==> config.mk <==
export PLATFORM = sky130hd
export DESIGN_NAME = rdseq_top
export DESIGN_NICKNAME = d
export VERILOG_FILES = /design/src/rtl/rdseq_pkg.sv /design/src/rtl/rdseq_ctrl.sv /design/src/rtl/rdseq_waitcnt.sv /design/src/rtl/rdseq_dpath.sv /design/src/rtl/rdseq_top.sv
export SDC_FILE = /design/constraint.sdc
export NUM_CORES = 1
export LEC_CHECK = 0
export CAP_MARGIN = 20
export CORE_MARGIN = 4
export CORE_UTILIZATION = 35
export CTS_CLUSTER_DIAMETER = 50
export CTS_CLUSTER_SIZE = 20
export DETAILED_ROUTE_END_ITERATION = 7
export PLACE_DENSITY = 0.68
export SYNTH_ARGS = -nofsm -noshare
export SYNTH_HDL_FRONTEND = slang
export SYNTH_HIERARCHICAL = 1
export SYNTH_SLANG_ARGS = --single-unit
==> constraint.sdc <==
create_clock -name clk -period 1.6 [get_ports clk]
set_input_delay 0.32 -clock clk [delete_from_list [all_inputs] [get_ports clk]]
set_output_delay 0.32 -clock clk [all_outputs]
set_load 0.05 [all_outputs]
==> src/rtl/rdseq_pkg.sv <==
package rdseq_pkg;

  typedef enum logic [1:0] {
    ST_IDLE = 2'd0,
    ST_ADDR = 2'd1,
    ST_READ = 2'd2,
    ST_WAIT = 2'd3
  } rdseq_state_e;

endpackage

==> src/rtl/rdseq_ctrl.sv <==
module rdseq_ctrl
  import rdseq_pkg::*;
(
  input  logic         clk,
  input  logic         rst_n,
  input  logic         req_valid,
  input  logic         bus_rdy,
  input  logic         wait_exhausted,
  output rdseq_state_e state,
  output logic         accept,
  output logic         capture,
  output logic         abort
);

  rdseq_state_e state_q, state_d;

  // next-state process
  always_comb begin
    state_d = state_q;
    accept  = 1'b0;
    capture = 1'b0;
    abort   = 1'b0;
    case (state_q)
      ST_IDLE: begin
        if (req_valid) begin
          accept  = 1'b1;
          state_d = ST_ADDR;
        end
      end
      ST_ADDR: state_d = ST_READ;
      ST_READ: begin
        if (bus_rdy) begin
          capture = 1'b1;
          state_d = ST_IDLE;
        end else begin
          state_d = ST_WAIT;
        end
      end
      ST_WAIT: begin
        if (bus_rdy) begin
          capture = 1'b1;
          state_d = ST_IDLE;
        end else if (wait_exhausted) begin
          abort   = 1'b1;
          state_d = ST_IDLE;
        end
      end
      default: state_d = ST_IDLE;
    endcase
  end

  // register process
  always_ff @(posedge clk or negedge rst_n) begin
    if (!rst_n) state_q <= ST_IDLE;
    else        state_q <= state_d;
  end

  assign state = state_q;

endmodule

==> src/rtl/rdseq_waitcnt.sv <==
module rdseq_waitcnt #(
  parameter int MAX_WAIT = 4
) (
  input  logic clk,
  input  logic rst_n,
  input  logic start,
  input  logic step,
  output logic exhausted
);

  localparam int WCW = $clog2(MAX_WAIT + 1) + 1;

  logic [WCW-1:0] cnt_q, cnt_d;
  logic           cnt_en;

  assign cnt_en = start | step;

  always_comb begin
    if (start) cnt_d = WCW'(1);
    else       cnt_d = cnt_q + WCW'(1);
  end

  always_ff @(posedge clk or negedge rst_n) begin
    if (!rst_n)      cnt_q <= '0;
    else if (cnt_en) cnt_q <= cnt_d;
  end

  assign exhausted = (cnt_q == WCW'(MAX_WAIT));

endmodule

==> src/rtl/rdseq_dpath.sv <==
module rdseq_dpath #(
  parameter int AW = 16,
  parameter int DW = 8
) (
  input  logic          clk,
  input  logic          rst_n,
  input  logic          accept,
  input  logic          capture,
  input  logic          abort,
  input  logic          active,
  input  logic [AW-1:0] req_addr,
  input  logic [DW-1:0] bus_data,
  output logic [AW-1:0] bus_addr,
  output logic [DW-1:0] rsp_data,
  output logic          rsp_done,
  output logic          rsp_err
);

  logic [AW-1:0] addr_q;
  logic [DW-1:0] data_q;
  logic          done_q, err_q;

  always_ff @(posedge clk or negedge rst_n) begin
    if (!rst_n)      addr_q <= '0;
    else if (accept) addr_q <= req_addr;
  end

  always_ff @(posedge clk or negedge rst_n) begin
    if (!rst_n)       data_q <= '0;
    else if (capture) data_q <= bus_data;
  end

  always_ff @(posedge clk or negedge rst_n) begin
    if (!rst_n) begin
      done_q <= 1'b0;
      err_q  <= 1'b0;
    end else begin
      done_q <= capture;
      err_q  <= abort;
    end
  end

  assign bus_addr = active ? addr_q : '0;
  assign rsp_data = data_q;
  assign rsp_done = done_q;
  assign rsp_err  = err_q;

endmodule

==> src/rtl/rdseq_top.sv <==
module rdseq_top
  import rdseq_pkg::*;
#(
  parameter int AW       = 16,
  parameter int DW       = 8,
  parameter int MAX_WAIT = 4
) (
  input  logic          clk,
  input  logic          rst_n,
  input  logic          req_valid,
  input  logic [AW-1:0] req_addr,
  output logic          busy,
  output logic [AW-1:0] bus_addr,
  output logic          bus_rd,
  input  logic          bus_rdy,
  input  logic [DW-1:0] bus_data,
  output logic          rsp_done,
  output logic [DW-1:0] rsp_data,
  output logic          rsp_err
);

  rdseq_state_e state;
  logic accept, capture, abort, wait_exhausted;
  logic wait_start, wait_step;

  rdseq_ctrl u_ctrl (
    .clk            (clk),
    .rst_n          (rst_n),
    .req_valid      (req_valid),
    .bus_rdy        (bus_rdy),
    .wait_exhausted (wait_exhausted),
    .state          (state),
    .accept         (accept),
    .capture        (capture),
    .abort          (abort)
  );

  assign wait_start = (state == ST_READ) && !bus_rdy;
  assign wait_step  = (state == ST_WAIT) && !bus_rdy && !wait_exhausted;

  rdseq_waitcnt #(.MAX_WAIT(MAX_WAIT)) u_waitcnt (
    .clk       (clk),
    .rst_n     (rst_n),
    .start     (wait_start),
    .step      (wait_step),
    .exhausted (wait_exhausted)
  );

  assign busy   = (state != ST_IDLE);
  assign bus_rd = (state == ST_READ) || (state == ST_WAIT);

  rdseq_dpath #(.AW(AW), .DW(DW)) u_dpath (
    .clk      (clk),
    .rst_n    (rst_n),
    .accept   (accept),
    .capture  (capture),
    .abort    (abort),
    .active   (busy),
    .req_addr (req_addr),
    .bus_data (bus_data),
    .bus_addr (bus_addr),
    .rsp_data (rsp_data),
    .rsp_done (rsp_done),
    .rsp_err  (rsp_err)
  );

endmodule

### Word level (Yosys, flattened, before mapping)

Cells that the tools add are included.

* mux-type cells: 14
* bitwise logic cells: 1
* reduce and logical (&&, ||, !) cells: 10
* equality and inequality tests: 6
* $add $sub $neg: 1

Operators by type and width (count)
* two-way mux 16 bit: 1
* two-way mux 2 bit: 4
* case mux 2 bit (4 select lines): 1
* two-way mux 1 bit: 7
* adder 4 x 1 -> 4 bit, second input constant: 1
* == test 2 bit, second input constant: 2
* == test 4 x 3 -> 1 bit, second input constant: 1
* two-way mux 4 bit: 1
* logical AND 1 bit: 3
* != test 3 bit, second input constant: 1
* == test 2 x 1 -> 1 bit, second input constant: 1
* logical NOT 1 bit: 2
* logical NOT 2 bit: 1
* != test 2 bit, second input constant: 1
* AND reduction 2 bit: 1
* nonzero test 2 bit: 1
* OR reduction 2 bit: 1
* logical OR 1 bit: 1
* OR 1 bit: 1

* register bits: 32
* word-level logic and storage cells: 38
* input port bits: 28
* output and inout bits: 28

### Logic depth before layout (Yosys ltp)

Gate-level depths: netlist of the first run.

* word-level depth: 4
* gate-level depth with buffers: 6
* mapped depth without buffers: 6

### By module

The synthesis of the first run kept the hierarchy.

By module, submodules not included
* rdseq_dpath: times used 1, seq. area each 650.6 µm², area each 1098.6 µm², cells each 70
* rdseq_waitcnt: times used 1, seq. area each 100.1 µm², area each 224.0 µm², cells each 20
* rdseq_ctrl: times used 1, seq. area each 50.0 µm², area each 112.6 µm², cells each 12
* rdseq_top: times used 1, seq. area each 0.0 µm², area each 35.0 µm², cells each 4

### Worst setup path before layout of the first run

Ideal clock, no wire load.

* path type: register to output
* from: register u_ctrl.state_q[0], in the netlist u_ctrl/state[0]
* to: output bus_addr[10]
* stages on the path, launching flop included: 4
* arrival time: 1.608 ns
* slack: -0.328 ns
* path buffers: 1
* required time: 1.280 ns
* cell sequence: dfrtp_1 > or2_1 > clkbuf_1 > and2_1

* cells in the longest elaborated chain, start to end: 2

RTL lines
* from (decl): RTL line rdseq_ctrl.sv:15 `rdseq_state_e state_q, state_d;`
* from (signal assigned): RTL line rdseq_ctrl.sv:55 `else state_q <= state_d;`
* nonzero test 2 bit: RTL line rdseq_top.sv:49 `assign busy = (state != ST_IDLE);`
* named net busy: RTL line rdseq_top.sv:12 `output logic busy,`
* two-way mux 16 bit: RTL line rdseq_dpath.sv:43 `assign bus_addr = active ? addr_q : '0;`
* to (decl): RTL line rdseq_top.sv:13 `output logic [AW-1:0] bus_addr,`

The timed path passes the listed nets, and every way through them passes these cells.

### Worst setup path after layout of the first run

* from: register u_ctrl.state_q[1], in the netlist u_ctrl/state[1]
* to: output bus_addr[10]

* cells in the longest elaborated chain, start to end: 2

RTL lines (RTL line)
* nonzero test 2 bit: rdseq_top.sv:49
* two-way mux 16 bit: rdseq_dpath.sv:43

No other way between the ends.

==> out/metrics.yaml, run 1 <==
clock_network:
  holdBufCountCts: 0
  cts_root_buffer: "clkbuf_8"
  clkTransAtPathRegs_ns: 0.07
  h-tree-depth: 2
  cts_tree: "built"
  clock_sinks: 32
  clk_latency_ns: 0.28
  cts_buffer_depth: 2
  cts_inserted_buffers: 5
placement:
  dp_cells: 216
  placed_cell_area_um2: 2192
  dp_hpwl_um: 2350
  dp_slack_ns: -0.1149
  gp_congestion: 0.8062
  numPortBuffers: 55
global_route:
  grt_pass1_vias: 1144
  antenna_found_initial: 0
  grt_pass1_wl_um: 5437
  grt_start_max_net_pins: 33
  globalRoute.totalOverflow: 0
  grt_usage_pct: 13.62
routing:
  dr_total_vias: 1066
  vias_per_cell: 4.615
  drt_wl_total_um: 3415
  wl_per_cell_um: 14.78
  ant_nets: 0
  drt_iter0_drc: 34
  drc: 0
  drt_first_pass_iters: 2
timing:
  skew_ns: 0.006626
  max_freq_mhz: 608.5
  rsz0062_at_grt: "yes"
  min_period_ns: 1.643
  post-route-period-util_pct: 102.7
  drv_slew: 0
  holdWs_ns: 0.4386
  setup_violations: 18
  worst_slack_ns: -0.04328
  report.final.hold_viol_count: 0
  slew_headroom_pct: 72.85
  worst_pin_slew_ns: 0.4073
synth:
  ys_seq_elements: 32
  synthesis.nets: 136
  synth_xor_xnor_area_share_pct: 0.5957
  synthesis.area_um2: 1470
  muxShareOfSynthArea_pct: 23.40
  seq_area_frac_synth_pct: 54.47
  synth_compound_area_share_pct: 2.213
  avgSynthCellArea_um2: 13.87
  synth_top_family_by_area: "multiplexers"
  synth_cell_type_count: 27
  synth_cells: 106
  synthAdderAreaFrac_pct: 1.702
  synth-simple-area-share_pct: 14.13
  synth_warnings: 6
die:
  die_area_um2: 5301
  initial_core_util_pct: 36.49
  coreArea_um2: 4029
  die_h_um: 72.81
  die_w_um: 72.81
  ios: 56
  rows: 23
critical_path:
  arrival_ns: 1.32
  crit_start: "u_ctrl/state[1]$_DFFE_PN0P_"
  crit_type: "reg -> out"
  end_kind: "primary output"
  critPathRequiredTime_ns: 1.28
  crit_path_max_fanout: 4
  cp-start-kind: "register"
  r2r-start: "u_waitcnt/cnt_q[0]$_DFFE_PN0P_"
status:
  status: "complete, but fails checks"
  violations: "setup timing"
layout:
  fin_area_um2: 2465
  instances_no_fill: 231
  ff_latch_area_um2: 800.8
  mostFrequentLayoutCells: "dfrtp_1 (32), clkdlybuf4s50_1 (27), buf_4 (22), mux2_2 (15), and2_4 (15)"
  n_antenna_cell: 0
  drive_above_1_share_pct: 56.91
  fillers: 320
  nets: 210
  final_common_cell: "dfrtp_1"
  multi_input_area_um2: 689.4
  syn_to_final_growth_pct: 67.66
min_path:
  hp-class: "in -> async"
job:
  cap_viol_max_count: 0
-- worst max-delay path, stage by stage (launching register included) --
cell     delay (ns)
dfrtp_1        0.43
or2_4          0.29
and2_2         0.18
buf_6          0.15
-- worst paths after layout --
kind | endpoint | slack, ns | cells past startpoint
worst max register to register | u_waitcnt/cnt_q[3]$_DFFE_PN0P_ | -0.01 | 6
worst min register to register | u_dpath/rsp_data[3]$_DFFE_PN0P_ | 0.51 | 1
max in group asynchronous | u_dpath/rsp_data[4]$_DFFE_PN0P_ | 0.86 | 2
worst min-delay path | u_dpath/addr_q[0]$_DFFE_PN0P_ | 0.44 | 2
worst max-delay path | bus_addr[10] | -0.04 | 3
min in group clk | u_dpath/rsp_data[3]$_DFFE_PN0P_ | 0.51 | 1
-- metrics by stage --
step	utilization (%)	setup TNS (ns)
floorplan	-	-0.03365
global placement	54.41	-1.733
detailed placement	54.41	-2.045
CTS	60.22	-0.9224
global route	61.18	-1.490
finish	61.18	-0.4921
-- per-layer routing --
layer / track usage [%] / part of all wire, %
met5: 0 / 0
met4: 4.303 / 0
met1: 16.68 / 43
met3: 4.959 / 7.9
met2: 22.34 / 49
-- logic make-up after synthesis --
logic type | Yosys count
XOR/XNOR | 1
flip-flops | 32
multiplexers | 27
adder cells (fa/ha/maj) | 2
AO/OA/AOI/OAI | 5
buffers and inverters | 7
AND/OR/NAND/NOR | 32
-- Yosys cell counts --
cell type | number | share of area [%]
mux2i_1 | 1 | 0.68
mux2_2 | 15 | 11
buf_6 | 1 | 0.77
or2_1 | 1 | 0.43
mux2_4 | 11 | 11
dfrtp_1 | 32 | 54
nor2b_1 | 1 | 0.43
buf_12 | 1 | 1.4
a21bo_2 | 1 | 0.68
buf_2 | 1 | 0.34
and4bb_1 | 1 | 0.85
nor3b_2 | 1 | 0.85
a21o_1 | 1 | 0.51
ha_1 | 2 | 1.7
nand2b_1 | 3 | 1.3
xnor2_1 | 1 | 0.60
and3b_1 | 1 | 0.60
nand3b_1 | 1 | 0.51
and2_1 | 17 | 7.2
nor3b_1 | 1 | 0.51
clkbuf_1 | 2 | 0.51
a21oi_1 | 2 | 0.68
nand4_1 | 1 | 0.43
nand2_1 | 1 | 0.26
o21ai_0 | 1 | 0.34
inv_1 | 2 | 0.51
nor2_1 | 3 | 0.77
-- timing repair --
action,in CTS,in global routing
buffers inserted,3,2
resized for setup,30,9
pin swaps,2,2
setup endpoints to repair,16,20
gates cloned,2,0
-- flip-flops by register name (all words and copies together), names as in the netlist --
register	count
u_dpath/addr_q	16
u_dpath/rsp_data	8
u_dpath/rsp_done	1
u_waitcnt/cnt_q	4
u_dpath/rsp_err	1
u_ctrl/state	2
-- area by class of cell --
| type | count | area share (%) |
|---|---|---|
| Inverter | 2 | 0.3046 |
| Sequential cell | 32 | 32.49 |
| Timing Repair Buffer | 70 | 32.18 |
| Clock buffer | 5 | 2.792 |
| Tap cell | 50 | 2.538 |
| Clock inverter | 3 | 1.726 |
| Multi-Input combinational cell | 69 | 27.97 |
Power of run 1 is left out: the tool's default activity adds up to more than one toggle a clock period on the data nets, which glitch-free logic cannot reach.
==> run 2: changes to the inputs <==
Settings changed: ABC_AREA set to 1, PLACE_DENSITY 0.68 to 0.67.
==> out/metrics.yaml, run 2 <==
status:
  status: "complete, but fails checks"
  violations: "setup timing"
layout:
  utilization_pct: 57.55  # -3.6 points
  final_common_cell: "nand2_1"
  syn_to_final_growth_pct: 59.50
  largest_register: "u_dpath/addr_q"
  nets: 289  # +38%
  mostFrequentLayoutCells: "nand2_1 (67), nand2_2 (36), dfrtp_1 (30), clkdlybuf4s50_1 (27), inv_2 (22)"
  n_antenna_cell: 0  # unchanged
  fin_area_um2: 2489  # +0.96%
  drive_above_1_share_pct: 42.86  # -14 points
  largest_reg_flops: 16  # unchanged
die:
  initial_core_util_pct: 36.08  # -0.41 points
  coreArea_um2: 4324  # +7.3%
  ios: 56  # unchanged
  die_h_um: 74.77  # +2.7%
  rows: 24  # +4.3%
  die_area_um2: 5590  # +5.4%
  die_w_um: 74.77  # +2.7%
synth:
  yosys.area.top_type: "dfrtp_1"
  synth-edff-count: 0  # unchanged
  synthesis.area_um2: 1560  # +6.1%
  synth_cell_type_count: 20  # -26%
  synth_cells: 193  # +82%
  synth_async_sr_flop_share_pct: 100.0  # unchanged
  synthesis.nets: 223  # +64%
  ys.flop_type: "dfrtp_1"
  synth_warnings: 6  # unchanged
  yosysMostFrequentCell: "nand2_1"
  synth_top_area_share_pct: 51.32  # -3.1 points
  synth.area.top_cells: "dfrtp_1 (51%), nand2_1 (19%), nand2_2 (9.6%), inv_1 (5.3%), buf_6 (2.2%)"
  avgSynthCellArea_um2: 8.084  # -42%
  ys_seq_elements: 32  # unchanged
  synth_common_cells: "nand2_1 (79), dfrtp_1 (32), nand2_2 (24)"
  seq_area_frac_synth_pct: 51.32  # -3.1 points
timing:
  skew_ns: 0.002932  # -0.003694 ns
  worst_pin_slew_ns: 0.4051  # -0.002142 ns
  worst_slack_ns: -0.03735  # +0.005926 ns
  setup_violations: 9  # -9
  drv_slew: 0  # unchanged
  fin_tns_setup_ns: -0.1669  # +0.3252 ns
  holdWs_ns: 0.4324  # -0.006291 ns
  max_freq_mhz: 610.7  # +0.36%
  post-route-period-util_pct: 102.3  # -0.37 points
  slew_headroom_pct: 72.99  # +0.14 points
  report.final.hold_viol_count: 0  # unchanged
  rsz0062_at_grt: "yes"
  min_period_ns: 1.637  # -0.005926 ns
routing:
  drt_iter0_drc: 56  # +65%
  drt_first_pass_iters: 4  # +2
  ant_nets: 0  # unchanged
  drt_wl_total_um: 3432  # +0.50%
  drc: 0  # unchanged
  wl_per_cell_um: 11.04  # -25%
  dr_total_vias: 1342  # +26%
  vias_per_cell: 4.315  # -6.5%
critical_path:
  crit_path_max_fanout: 8  # +4
  endpoint: "busy"
  end_kind: "primary output"
  arrival_ns: 1.32  # about the same
  cp-start-kind: "register"
  worstReg2RegEnd: "u_waitcnt/cnt_q[0]$_DFFE_PN0P_"
  crit_start: "u_ctrl/state[1]$_DFFE_PN0P_"
  r2r-start: "u_waitcnt/cnt_q[0]$_DFFE_PN0P_"
  critPathRequiredTime_ns: 1.28  # about the same
  crit_type: "reg -> out"
  r2r_slack_ns: 0.13  # +0.14 ns
  reg2reg_depth: 10  # +4
placement:
  numPortBuffers: 55  # unchanged
  gp_congestion: 0.7664  # -4.9%
  dp_hpwl_um: 2454  # +4.4%
  placed_cell_area_um2: 2331  # +6.3%
global_route:
  globalRoute.totalOverflow: 0  # unchanged
  grt_start_max_net_pins: 33  # unchanged
  grt_pass1_wl_um: 5540  # +1.9%
  grt_pass1_vias: 1197  # +4.6%
  antenna_found_initial: 0  # unchanged
  grt_usage_pct: 13.39  # -0.23 points
job:
  cap_viol_max_count: 0  # unchanged
clock_network:
  cts_tree: "built"
  cts_inserted_buffers: 5  # unchanged
  h-tree-depth: 2  # unchanged
  clkTransAtPathRegs_ns: 0.06  # about the same
  cts_root_buffer: "clkbuf_8"
  cts_buffer_depth: 2  # unchanged
  clock_sinks: 32  # unchanged
  clk_latency_ns: 0.28  # about the same
power:
  power_mw: 6.004
  power_leakage_nw: 1.303
  peakVddDrop_v: 0.0008655
  p_per_area_nw_per_um2: 2413
min_path:
  hp-class: "in -> async"
-- run 2: changes by cell type after synthesis, moves of 11 or more --
cell / change
and2_1: -17
mux2_4: -11
nand2_2: +24
nand2_1: +78
inv_1: +20
mux2_2: -15
-- run 2: per-layer routing --
| layer | GRT usage [%] | routed length (um) |
|---|---|---|
| met5 | 0 | 0 |
| met2 | 21.37 | 1731 |
| met3 | 4.406 | 206 |
| met4 | 5.336 | 46 |
| met1 | 16.82 | 1447 |
-- run 2: cells by family after synthesis --
| kind of cell | Yosys count | synth area share, % |
|---|---|---|
| adders and majority gates | 2 | 1.604 |
| buffers and inverters | 36 | 11.79 |
| AOI/OAI and AO/OA | 5 | 1.845 |
| and+or+nand+nor | 118 | 33.44 |
| DFF | 32 | 51.32 |
-- run 2: worst min-delay path by stage --
stage | end | slack [ns] | cells past startpoint
finish | u_dpath/addr_q[8]$_DFFE_PN0P_ | 0.43 | 2
global route | u_dpath/addr_q[12]$_DFFE_PN0P_ | 0.46 | 2
CTS | u_dpath/addr_q[8]$_DFFE_PN0P_ | 0.44 | 2
detailed placement | u_dpath/addr_q[1]$_DFFE_PN0P_ | 0.46 | 2
global placement | u_dpath/addr_q[3]$_DFFE_PN0P_ | 0.46 | 2
floorplan | u_ctrl/state[0]$_DFFE_PN0P_ | 0.02 | 0
-- run 2: cell type report --
cell class                      instances  area [um2]
Fill cell                             399        1836
Clock buffer                            6       72.57
Inverter                               29       116.4
Timing Repair Buffer                   64       798.3
Sequential cell                        32       803.3
Clock inverter                          1       5.005
Tap cell                               52       65.06
Multi-Input combinational cell        127       628.1
-- run 2: worst max-delay path, cell delays in order (launching register included) --
cell and delay, ns:
dfrtp_2 0.43, or2_4 0.32, buf_12 0.14, buf_12 0.13
-- run 2: per-stage QoR --
stage	setup WS [ns]	instances
floorplan	-0.01274	193
global placement	0.07585	300
detailed placement	0.05874	300
CTS	-0.02910	310
global route	-0.09154	311
finish	-0.03735	311
-- run 2: repair_timing --
action,4_1_cts,5_1_grt
pin swaps,5,7
setup buffers,1,1
gates cloned,2,0
setup endpoints to repair,16,17
hold buffers,0,0
resized for setup,17,16
-- run 2: where the power goes --
part	leakage [nW]	internal, mW	switching [mW]
logic	0.864	1.68	2.31
registers	0.399	1.17	0.269
clock network	0.0410	0.295	0.275
No activity file was read; power rests on OpenSTA's default activity.
